===== config.mk =====
export PLATFORM = sky130hd
export DESIGN_NAME = msgnet_port
export DESIGN_NICKNAME = d
export VERILOG_FILES = /design/src/rtl/msgnet_pkg.sv /design/src/rtl/msgnet_fifo.sv /design/src/rtl/msgnet_tx_admit.sv /design/src/rtl/msgnet_rx_sort.sv /design/src/rtl/msgnet_port.sv
export SDC_FILE = /design/constraint.sdc
export NUM_CORES = 2
export LEC_CHECK = 0
export BUFFER_PORTS_ARGS = -buffer_cell sky130_fd_sc_hd__buf_2
export CAP_MARGIN = 20
export CORE_UTILIZATION = 42
export CTS_BUF_LIST = sky130_fd_sc_hd__clkbuf_16
export DETAILED_ROUTE_END_ITERATION = 6
export PLACE_DENSITY = 0.7
export SLEW_MARGIN = 0
export SYNTH_ARGS = -nofsm -noshare
export SYNTH_HDL_FRONTEND = slang
export SYNTH_HIERARCHICAL = 1
export SYNTH_SLANG_ARGS = --single-unit

===== constraint.sdc =====
create_clock -name clk -period 4.8 [get_ports clk]
set_clock_uncertainty 0.05 [all_clocks]
set_input_delay 0 -clock clk [delete_from_list [all_inputs] [get_ports clk]]
set_output_delay 0 -clock clk [all_outputs]
set_load 0.005 [all_outputs]

===== src/rtl/msgnet_pkg.sv =====
package msgnet_pkg;
  localparam int WORD_W = 32;
  localparam int CNT_W  = 4;
  localparam int LEN_W  = CNT_W + 2;

  typedef struct packed {
    logic [7:0]       src;
    logic [CNT_W-1:0] n_opd;
    logic [CNT_W-1:0] n_dat;
    logic [7:0]       opcode;
    logic [7:0]       spare;
  } hdr_t;

  function automatic logic [LEN_W-1:0] pkt_words(input logic [WORD_W-1:0] w);
    hdr_t h;
    h = hdr_t'(w);
    return LEN_W'(1) + LEN_W'(h.n_opd) + LEN_W'(h.n_dat);
  endfunction

  function automatic logic is_msg_class(input logic [WORD_W-1:0] w);
    hdr_t h;
    h = hdr_t'(w);
    return h.opcode[7];
  endfunction

  function automatic logic room_for(input int unsigned need, input int unsigned avail);
    return need <= avail;
  endfunction
endpackage


===== src/rtl/msgnet_fifo.sv =====
module msgnet_fifo #(
  parameter int DEPTH = 32,
  parameter int W = 32,
  localparam int AW = $clog2(DEPTH),
  localparam int CW = AW + 1
) (
  input  logic         clk,
  input  logic         rst_n,
  input  logic         push,
  input  logic [W-1:0] push_data,
  input  logic         pop,
  output logic [W-1:0] head,
  output logic [CW-1:0] count,
  output logic [CW-1:0] free
);
  logic [W-1:0]  mem [DEPTH];
  logic [AW-1:0] wr_ptr, rd_ptr;

  always_ff @(posedge clk) begin
    if (push) mem[wr_ptr] <= push_data;
  end

  always_ff @(posedge clk) begin
    if (!rst_n) begin
      wr_ptr <= '0;
      rd_ptr <= '0;
      count  <= '0;
    end else begin
      if (push) wr_ptr <= wr_ptr + 1'b1;
      if (pop)  rd_ptr <= rd_ptr + 1'b1;
      count <= count + CW'(push) - CW'(pop);
    end
  end

  assign head = mem[rd_ptr];
  assign free = CW'(DEPTH) - count;

  // admission control must never let a queue overflow
  a_r7_no_overflow: assert property (@(posedge clk) disable iff (!rst_n)
    (count == CW'(DEPTH)) |-> !(push && !pop));
  // nothing is read out of an empty queue
  a_r5_no_underflow: assert property (@(posedge clk) disable iff (!rst_n)
    (count == '0) |-> !pop);
endmodule


===== src/rtl/msgnet_tx_admit.sv =====
module msgnet_tx_admit
  import msgnet_pkg::*;
#(
  parameter int CW = 6
) (
  input  logic             clk,
  input  logic             rst_n,
  input  logic             wr_valid,
  input  logic [LEN_W-1:0] wr_len,
  input  logic [CW-1:0]    q_free,
  output logic             full,
  output logic             push,
  output logic             at_head
);
  logic [LEN_W-1:0] left;

  assign at_head = (left == '0);
  assign full    = wr_valid && at_head && !room_for(int'(wr_len), int'(q_free));
  assign push    = wr_valid && !full;

  always_ff @(posedge clk) begin
    if (!rst_n) left <= '0;
    else if (push) left <= at_head ? wr_len - 1'b1 : left - 1'b1;
  end

  // inside an admitted packet the processor is never refused
  a_r3_body_never_full: assert property (@(posedge clk) disable iff (!rst_n)
    !at_head |-> !full);
  // an admitted header always had room reserved for the whole packet
  a_r3_head_reserved: assert property (@(posedge clk) disable iff (!rst_n)
    (push && at_head) |-> (int'(q_free) >= int'(wr_len)));
endmodule


===== src/rtl/msgnet_rx_sort.sv =====
module msgnet_rx_sort
  import msgnet_pkg::*;
#(
  parameter int CW = 6
) (
  input  logic             clk,
  input  logic             rst_n,
  input  logic             in_valid,
  input  logic [LEN_W-1:0] in_len,
  input  logic             in_msg,
  input  logic             intercept,
  input  logic [CW-1:0]    q_free,
  input  logic             dir_ready,
  output logic             in_ready,
  output logic             q_push,
  output logic             dir_valid,
  output logic             dir_last,
  output logic             at_head
);
  logic [LEN_W-1:0] left;
  logic             to_cpu;
  logic             route_cpu;
  logic [LEN_W-1:0] cur_left;
  logic             take;

  assign at_head   = (left == '0);
  assign route_cpu = at_head ? (in_msg || intercept) : to_cpu;
  assign cur_left  = at_head ? in_len : left;

  always_comb begin
    if (route_cpu) in_ready = at_head ? room_for(int'(in_len), int'(q_free)) : 1'b1;
    else           in_ready = dir_ready;
  end

  assign take      = in_valid && in_ready;
  assign q_push    = take && route_cpu;
  assign dir_valid = in_valid && !route_cpu;
  assign dir_last  = !route_cpu && (cur_left == LEN_W'(1));

  always_ff @(posedge clk) begin
    if (!rst_n) begin
      left   <= '0;
      to_cpu <= 1'b0;
    end else if (take) begin
      left <= cur_left - 1'b1;
      if (at_head) to_cpu <= route_cpu;
    end
  end

  // the body of a queued packet is never held off
  a_r7_body_flows: assert property (@(posedge clk) disable iff (!rst_n)
    (!at_head && to_cpu && in_valid) |-> in_ready);
  // a word marked last that the directory takes closes the packet
  a_r6_last_closes: assert property (@(posedge clk) disable iff (!rst_n)
    (dir_valid && dir_ready && dir_last) |=> at_head);
  // a word for the directory is only taken when the directory is ready
  a_r9_dir_stall: assert property (@(posedge clk) disable iff (!rst_n)
    (dir_valid && !dir_ready) |-> !in_ready);
endmodule


===== src/rtl/msgnet_port.sv =====
module msgnet_port
  import msgnet_pkg::*;
#(
  parameter int OUT_DEPTH = 32,
  parameter int IN_DEPTH = 32,
  localparam int OCW = $clog2(OUT_DEPTH) + 1,
  localparam int ICW = $clog2(IN_DEPTH) + 1
) (
  input  logic              clk,
  input  logic              rst_n,
  input  logic              tx_valid,
  input  logic [WORD_W-1:0] tx_data,
  output logic              tx_full,
  output logic              net_out_valid,
  output logic [WORD_W-1:0] net_out_data,
  input  logic              net_out_ready,
  input  logic              net_in_valid,
  input  logic [WORD_W-1:0] net_in_data,
  output logic              net_in_ready,
  output logic              dir_valid,
  output logic [WORD_W-1:0] dir_data,
  output logic              dir_last,
  input  logic              dir_ready,
  input  logic              rx_intercept,
  input  logic              rx_pop,
  output logic [WORD_W-1:0] rx_data,
  output logic              rx_trap
);
  logic [OCW-1:0] oq_count, oq_free;
  logic [ICW-1:0] iq_count, iq_free;
  logic           oq_push, oq_pop, iq_push, iq_pop;
  logic           tx_at_head, rx_at_head;

  msgnet_tx_admit #(.CW(OCW)) u_admit (
    .clk(clk), .rst_n(rst_n), .wr_valid(tx_valid), .wr_len(pkt_words(tx_data)),
    .q_free(oq_free), .full(tx_full), .push(oq_push), .at_head(tx_at_head)
  );

  msgnet_fifo #(.DEPTH(OUT_DEPTH), .W(WORD_W)) u_outq (
    .clk(clk), .rst_n(rst_n), .push(oq_push), .push_data(tx_data), .pop(oq_pop),
    .head(net_out_data), .count(oq_count), .free(oq_free)
  );

  assign net_out_valid = (oq_count != '0);
  assign oq_pop        = net_out_valid && net_out_ready;

  msgnet_rx_sort #(.CW(ICW)) u_sort (
    .clk(clk), .rst_n(rst_n), .in_valid(net_in_valid), .in_len(pkt_words(net_in_data)),
    .in_msg(is_msg_class(net_in_data)), .intercept(rx_intercept), .q_free(iq_free),
    .dir_ready(dir_ready), .in_ready(net_in_ready), .q_push(iq_push),
    .dir_valid(dir_valid), .dir_last(dir_last), .at_head(rx_at_head)
  );

  assign dir_data = net_in_data;

  msgnet_fifo #(.DEPTH(IN_DEPTH), .W(WORD_W)) u_inq (
    .clk(clk), .rst_n(rst_n), .push(iq_push), .push_data(net_in_data), .pop(iq_pop),
    .head(rx_data), .count(iq_count), .free(iq_free)
  );

  assign iq_pop  = rx_pop && (iq_count != '0);
  assign rx_trap = (iq_count != '0);

  // a stalled output word is held unchanged
  a_r4_hold: assert property (@(posedge clk) disable iff (!rst_n)
    (net_out_valid && !net_out_ready) |=> (net_out_valid && $stable(net_out_data)));
  // the trap only rises after a word entered the inbound queue
  a_r8_trap_rise: assert property (@(posedge clk) disable iff (!rst_n)
    $rose(rx_trap) |-> $past(iq_push));
  // a refused header leaves the outbound queue untouched
  a_r3_refuse_keeps: assert property (@(posedge clk) disable iff (!rst_n)
    (tx_full && !oq_pop) |=> $stable(oq_count));
  // the parsers only leave their header state by taking a word
  a_r10_head_hold: assert property (@(posedge clk) disable iff (!rst_n)
    (rx_at_head && !(net_in_valid && net_in_ready)) |=> rx_at_head);
  a_r10_tx_head_hold: assert property (@(posedge clk) disable iff (!rst_n)
    (tx_at_head && !oq_push) |=> tx_at_head);
endmodule


# [Yosys cells after proc, flatten, opt, wreduce, memory -nomap -nowiden]
# Memory sizes are Yosys's and may differ from the RTL's. A register that Yosys moved wholly into a read port is not among the register bits.
# Index checks and enable logic that the tools add are counted.
[op_classes] n_addsub=17 magnitude_cmp=2 n_eq_ne=1 n_mux=13 reduce_logical=18
[ops] operator="5-bit by 1-bit adder with 5-bit output, second input constant" n=4
[ops] operator="5-bit 2-to-1 mux" n=4
[ops] operator="6-bit by 1-bit subtractor with 6-bit output, second input constant" n=3
[ops] operator="5-bit by 4-bit adder with 6-bit output" n=2
[ops] operator="6-bit by 1-bit adder with 6-bit output" n=2
[ops] operator="6-bit less-or-equal comparator" n=2
[ops] operator="6-bit zero test" n=2
[ops] operator="6-bit 2-to-1 mux" n=2
[ops] operator="6-bit nonzero test" n=2
[ops] operator="6-bit by 1-bit subtractor with 6-bit output" n=2
[ops] operator="6-bit subtractor, first input constant" n=2
[ops] operator="1-bit by 4-bit adder with 5-bit output, first input constant" n=2
[ops] operator="1-bit logical AND" n=9
[ops] operator="1-bit 2-to-1 mux" n=7
[ops] operator="6-bit by 1-bit equality test with 1-bit output, second input constant" n=1
[ops] operator="1-bit zero test" n=3
[ops] operator="2-bit AND reduction" n=1
[ops] operator="1-bit logical OR" n=1
[word_totals] ff_bits=45 ramBits=2048 inputBits=72 out_inout_bits=102 memories=2
[mem_list] name="u_inq.mem" depth=32 word_bits=32 rd=1 rd_ports_with_merged_regs=1 write_ports=1 line="msgnet_fifo.sv:16" source="logic [W-1:0] mem [DEPTH];"
[mem_list] name="u_outq.mem" depth=32 word_bits=32 rd=1 rd_ports_with_merged_regs=1 write_ports=1 line="msgnet_fifo.sv:16"

# [Depth between registers and ports, before layout]
[depth] depth_word=9 depth_mapped=20 ltp_nobuf=19

# [Hierarchy]
# Netlist, hierarchy kept.
[modules_own_cells] mod="msgnet_fifo" instances=2 cells_per_inst=2041 area_per_inst_um2=40367.5
[modules_own_cells] mod="msgnet_rx_sort" instances=1 cells_per_inst=95 area_per_inst_um2=726.9
[modules_own_cells] mod="msgnet_tx_admit" instances=1 cells_per_inst=85 area_per_inst_um2=696.9
[modules_own_cells] mod="msgnet_port" instances=1 cells_per_inst=79 area_per_inst_um2=566.8

# [Least setup slack after synthesis]
# OpenSTA, ideal clock, no wires.
[synth_path] path_kind="register to register" from="reg u_inq.count[1]" to="mem u_inq.mem[15][0], enable pin" setup_ns=0.422 arrival_ns=4.382 path_slack_ns=-0.054 path_stages_with_launch=17 period_less_slack_ns=4.854 path_cell_list="dfxtp_1 -> inv_1 -> ha_1 -> nor2b_1 -> nand2_1 -> xnor2_1 -> inv_1 -> ha_1 -> nand2_1 -> nor2_1 -> a2111oi_1 -> o41ai_4 -> buf_6 -> nor2_1 -> clkbuf_1 -> nand2_1 -> nor2_1"
[synth_via] elab_chain_len=8
[synth_lines] element="from (decl)" line="msgnet_fifo.sv:13" source="output logic [CW-1:0] count,"
[synth_lines] element="from (signal assigned)" line="msgnet_fifo.sv:31" source="count <= count + CW'(push) - CW'(pop);"
[synth_lines] element="6-bit subtractor" line="msgnet_fifo.sv:36" source="assign free = CW'(DEPTH) - count;"
[synth_lines] element="named net iq_free[5]" line="msgnet_port.sv:30" source="logic [ICW-1:0] iq_count, iq_free;"
[synth_lines] element="6-bit less-or-equal comparator" line="msgnet_pkg.sv:27" source="return need <= avail;"
[synth_lines] element="1-bit 2-to-1 mux (2 in a row)" line="msgnet_rx_sort.sv:31" source="if (route_cpu) in_ready = at_head ? room_for(int'(in_len), int'(q_free)) : 1'b1;"
[synth_lines] element="1-bit logical AND" line="msgnet_rx_sort.sv:35" source="assign take = in_valid && in_ready;"
[synth_lines] element="1-bit logical AND" line="msgnet_rx_sort.sv:36" source="assign q_push = take && route_cpu;"
[synth_lines] element="named net iq_push" line="msgnet_port.sv:31" source="logic oq_push, oq_pop, iq_push, iq_pop;"
[synth_lines] element="1-bit 2-to-1 mux" line="msgnet_fifo.sv:20" source="if (push) mem[wr_ptr] <= push_data;"
[synth_lines] element="1-bit 2-to-1 mux (implied by the code)" line="msgnet_fifo.sv:20"
[synth_lines] element="to (decl)" line="msgnet_fifo.sv:16"
# The timed path passes the listed nets, and every way through them passes these cells.

# [Final worst setup path]
[layout_path] from="in net_in_data[18]" to="mem u_inq.mem[22][22], enable pin"
[layout_via] elab_chain_len=8
[layout_lines] element="from (decl)" line="msgnet_port.sv:18" source="input logic [WORD_W-1:0] net_in_data,"
[layout_lines] element="5-bit by 4-bit adder with 6-bit output" line="msgnet_pkg.sv:17" source="return LEN_W'(1) + LEN_W'(h.n_opd) + LEN_W'(h.n_dat);"
[layout_lines] element="6-bit less-or-equal comparator" line="msgnet_pkg.sv:27"
[layout_lines] element="1-bit 2-to-1 mux (2 in a row)" line="msgnet_rx_sort.sv:31"
[layout_lines] element="1-bit logical AND" line="msgnet_rx_sort.sv:35"
[layout_lines] element="1-bit logical AND" line="msgnet_rx_sort.sv:36"
[layout_lines] element="named net iq_push" line="msgnet_port.sv:31"
[layout_lines] element="1-bit 2-to-1 mux" line="msgnet_fifo.sv:20"
[layout_lines] element="1-bit 2-to-1 mux (implied by the code)" line="msgnet_fifo.sv:20"
# The timed path passes the listed nets, and every way through them passes these cells.

==> flow_metrics.tcl <==
set metrics [dict create \
    status "finished with violations" \
    violations "antenna rules" \
    clkSinkCount 2103 \
    dieArea_um2 199000 \
    crit_fanout 26 \
    cts-buffers-inserted 203 \
    dp_hpwl_mm 125 \
    rows 162 \
    relSlewSlack 0.269 \
    cts.clk_slew.worst_paths_ns 0.06 \
    min_path_type "input pin to flop" \
    netlist_instances 4341 \
    cts_tree "yes" \
    leakage_nw 29.9 \
    grt_pass1_vias 42300 \
    fmax_mhz 222 \
    max_stage_delay_ns 0.60 \
    r2r-end "u_inq/mem[22][22]" \
    avgSynthCellArea_um2 19.1 \
    power_density_nw_per_um2 462 \
    avgViaCountPerCell 5.73 \
    h-tree-depth 4 \
    area_growth_pct 15.1 \
    final-hold-violation-count 0 \
    dp_slack_ns 0.343 \
    critPathLaunchType "input pin" \
    cts.path.max_buffers 3 \
    syn-cell-area_um2 82700 \
    ys_warn_count 6 \
    max-vdd-ir-drop_v 0.000505 \
    postCtsHoldBufs 79 \
    slew_violations 0 \
    grt_max_degree 75 \
    antenna_found_initial 19 \
    setup_viol 0 \
    postSynth.asyncResetShare 0 \
    synthTopCellsByCount "2048 x edfxtp_1, 385 x mux2_2, 256 x mux4_2" \
    whs_endpoint "u_admit/left[3]" \
    drive_gt1_frac 0.282 \
    end_kind "flop" \
    path_class "input pin to flop" \
    overflow 0 \
    root_buffer "clkbuf_16" \
    synth-edff-count 2048 \
    nets 4823 \
    hold_depth 5 \
    netlist.area_leader.share 0.743 \
    grt_pass1_wl_mm 292 \
    drc 0 \
    holdWs_ns 0.147 \
    crit_slowest_cell "dlygate4sd3_1" \
    p_total_mw 44.0 \
    dr.pass1.iters 5 \
    yosys.cell_types.count 67 \
    core_area_um2 195000 \
    fin_cells 7500 \
    die_h_um 446 \
    min_from "tx_valid" \
    dr.first_iter.drc_count 4419 \
    synthFlopType "edfxtp_1" \
    min_period_ns 4.50 \
    num_vias 43000 \
    setup_ws_ns 0.302 \
    io_pins 174 \
    required_ns 5.21 \
    cts_resized 0 \
    drv_cap 0 \
    initial_utilization 0.424 \
    final.setup.tns_ns 0 \
    cp.arrival_ns 4.91 \
    worst_pin_slew_ns 1.09 \
    synth_top_cell_by_area "edfxtp_1" \
    wire_per_inst_um 26.7 \
    ys_top_cells_by_area "edfxtp_1 74%, mux4_2 7.0%, mux2_2 5.2%, a22o_1 1.4%, dfxtp_1 1.3%" \
    gp_congestion 0.861 \
    grt_util_all_layers 0.200 \
    post-place-cells 7034 \
    reg2regPathDepth 16 \
    wirelength_mm 200 \
    synth-seq-cells 2103 \
    post-route-period-util 0.937 \
    yosysSeqAreaShare 0.757 \
    rsz0062_at_grt "no" \
    post-synth-top-count-cell "edfxtp_1" \
    nFillCells 15600 \
    clock_insertion_delay_worst_skew_ns 0.86 \
    crit_chain "dlygate4sd3_1, buf_2, ha_1, dlygate4sd3_1, xnor2_1, ha_1, nand4_1, a21oi_1, a2111oi_1, buf_4, o41ai_4, nor2_1, nand2_1, nor2_4, buf_4" \
    cts_setup_buffers 0 \
    drtAntennaViolNets 1 \
    rrSetupSlack_ns 0.31 \
    die_x_um 446 \
    timing.rr.start "u_inq/count[2]" \
    portBuffers 173 \
]
[kinds of logic after synthesis]
group / after synthesis / share of synthesized area
compound gates: 596 / 0.0499
xor+xnor: 34 / 0.00360
fa+ha+maj: 57 / 0.00898
buf+inv: 332 / 0.0190
flops: 2103 / 0.757
mux: 647 / 0.123
other cells: 1 / 0.0000453
simple gates: 571 / 0.0389
[routing by layer]
metal	wire [um]	global-route usage
met2	96700	0.322
met5	64	0
met3	14800	0.0320
met4	6630	0.0671
met1	82100	0.276
[critical path: cells and delay by family]
family                     cells  cell delay, ns
buffers and inverters          5            1.91
and+or+nand+nor                4            1.43
adders and majority gates      2            0.67
xor gates and xnor gates       1            0.41
AOI/OAI and AO/OA              3            0.47
[power breakdown]
group	internal, mW	switching (mW)
Sequential	20.7	0.324
Combinational	2.83	4.41
Clock	8.80	6.91
Total	32.3	11.6
[flip-flops by register name, summed over array words and instances, names as in the netlist, named ones only]
signal / count
u_sort/to_cpu: 1
u_inq/wr_ptr: 5
u_inq/count: 6
u_outq/wr_ptr: 5
u_outq/rd_ptr: 5
u_sort/left: 6
u_inq/rd_ptr: 5
u_admit/left: 6
u_outq/count: 6
u_inq/mem: 1024
u_outq/mem: 1024
[stage by stage]
step	util	area [um2]
6_report	0.488	95200
5_1_grt	0.488	95200
4_1_cts	0.488	95200
3_5_place_dp	0.449	87700
3_3_place_gp	0.449	87700
2_1_floorplan	-	82700
[area by class of cell]
type	instances	area, um2	area share
Tap cell	2624	3280	0.0345
Timing Repair Buffer	416	3250	0.0341
Inverter	59	221	0.00233
Antenna cell	6	15.0	0.000158
Clock buffer	204	5100	0.0536
Sequential cell	2103	62600	0.658
Multi-Input combinational cell	1911	19200	0.201
Clock inverter	177	1570	0.0165
[cells in the final DEF (no fill, tap or decap), drive strengths merged, types with 65 or more instances in the layout]
cell type | netlist | final
or4 | 65 | 65
dlygate4sd3 | 0 | 79
edfxtp | 2048 | 2048
o21ai | 146 | 146
o22ai | 129 | 129
a211oi | 133 | 133
nor3 | 132 | 132
nor2 | 91 | 91
nor2b | 140 | 140
inv | 59 | 98
buf | 116 | 337
clkinv | 0 | 108
mux2 | 385 | 385
clkbuf | 157 | 204
a22o | 128 | 128
mux4 | 256 | 256
[worst max-delay path by stage]
stage | from | to | slack (ns) | depth (start not counted)
finish | net_in_data[18] | u_inq/mem[22][22] | 0.30 | 15
global route | u_inq/count[1] | u_inq/mem[22][22] | 0.05 | 16
CTS | u_inq/count[2] | u_inq/mem[8][22] | 0.38 | 17
detailed placement | net_in_data[18] | u_inq/mem[22][20] | 0.34 | 15
global placement | net_in_data[18] | u_inq/mem[26][27] | 0.44 | 15
floorplan | u_inq/count[1] | u_inq/mem[31][0] | -0.04 | 16
(Power assumes the default switching activity.)
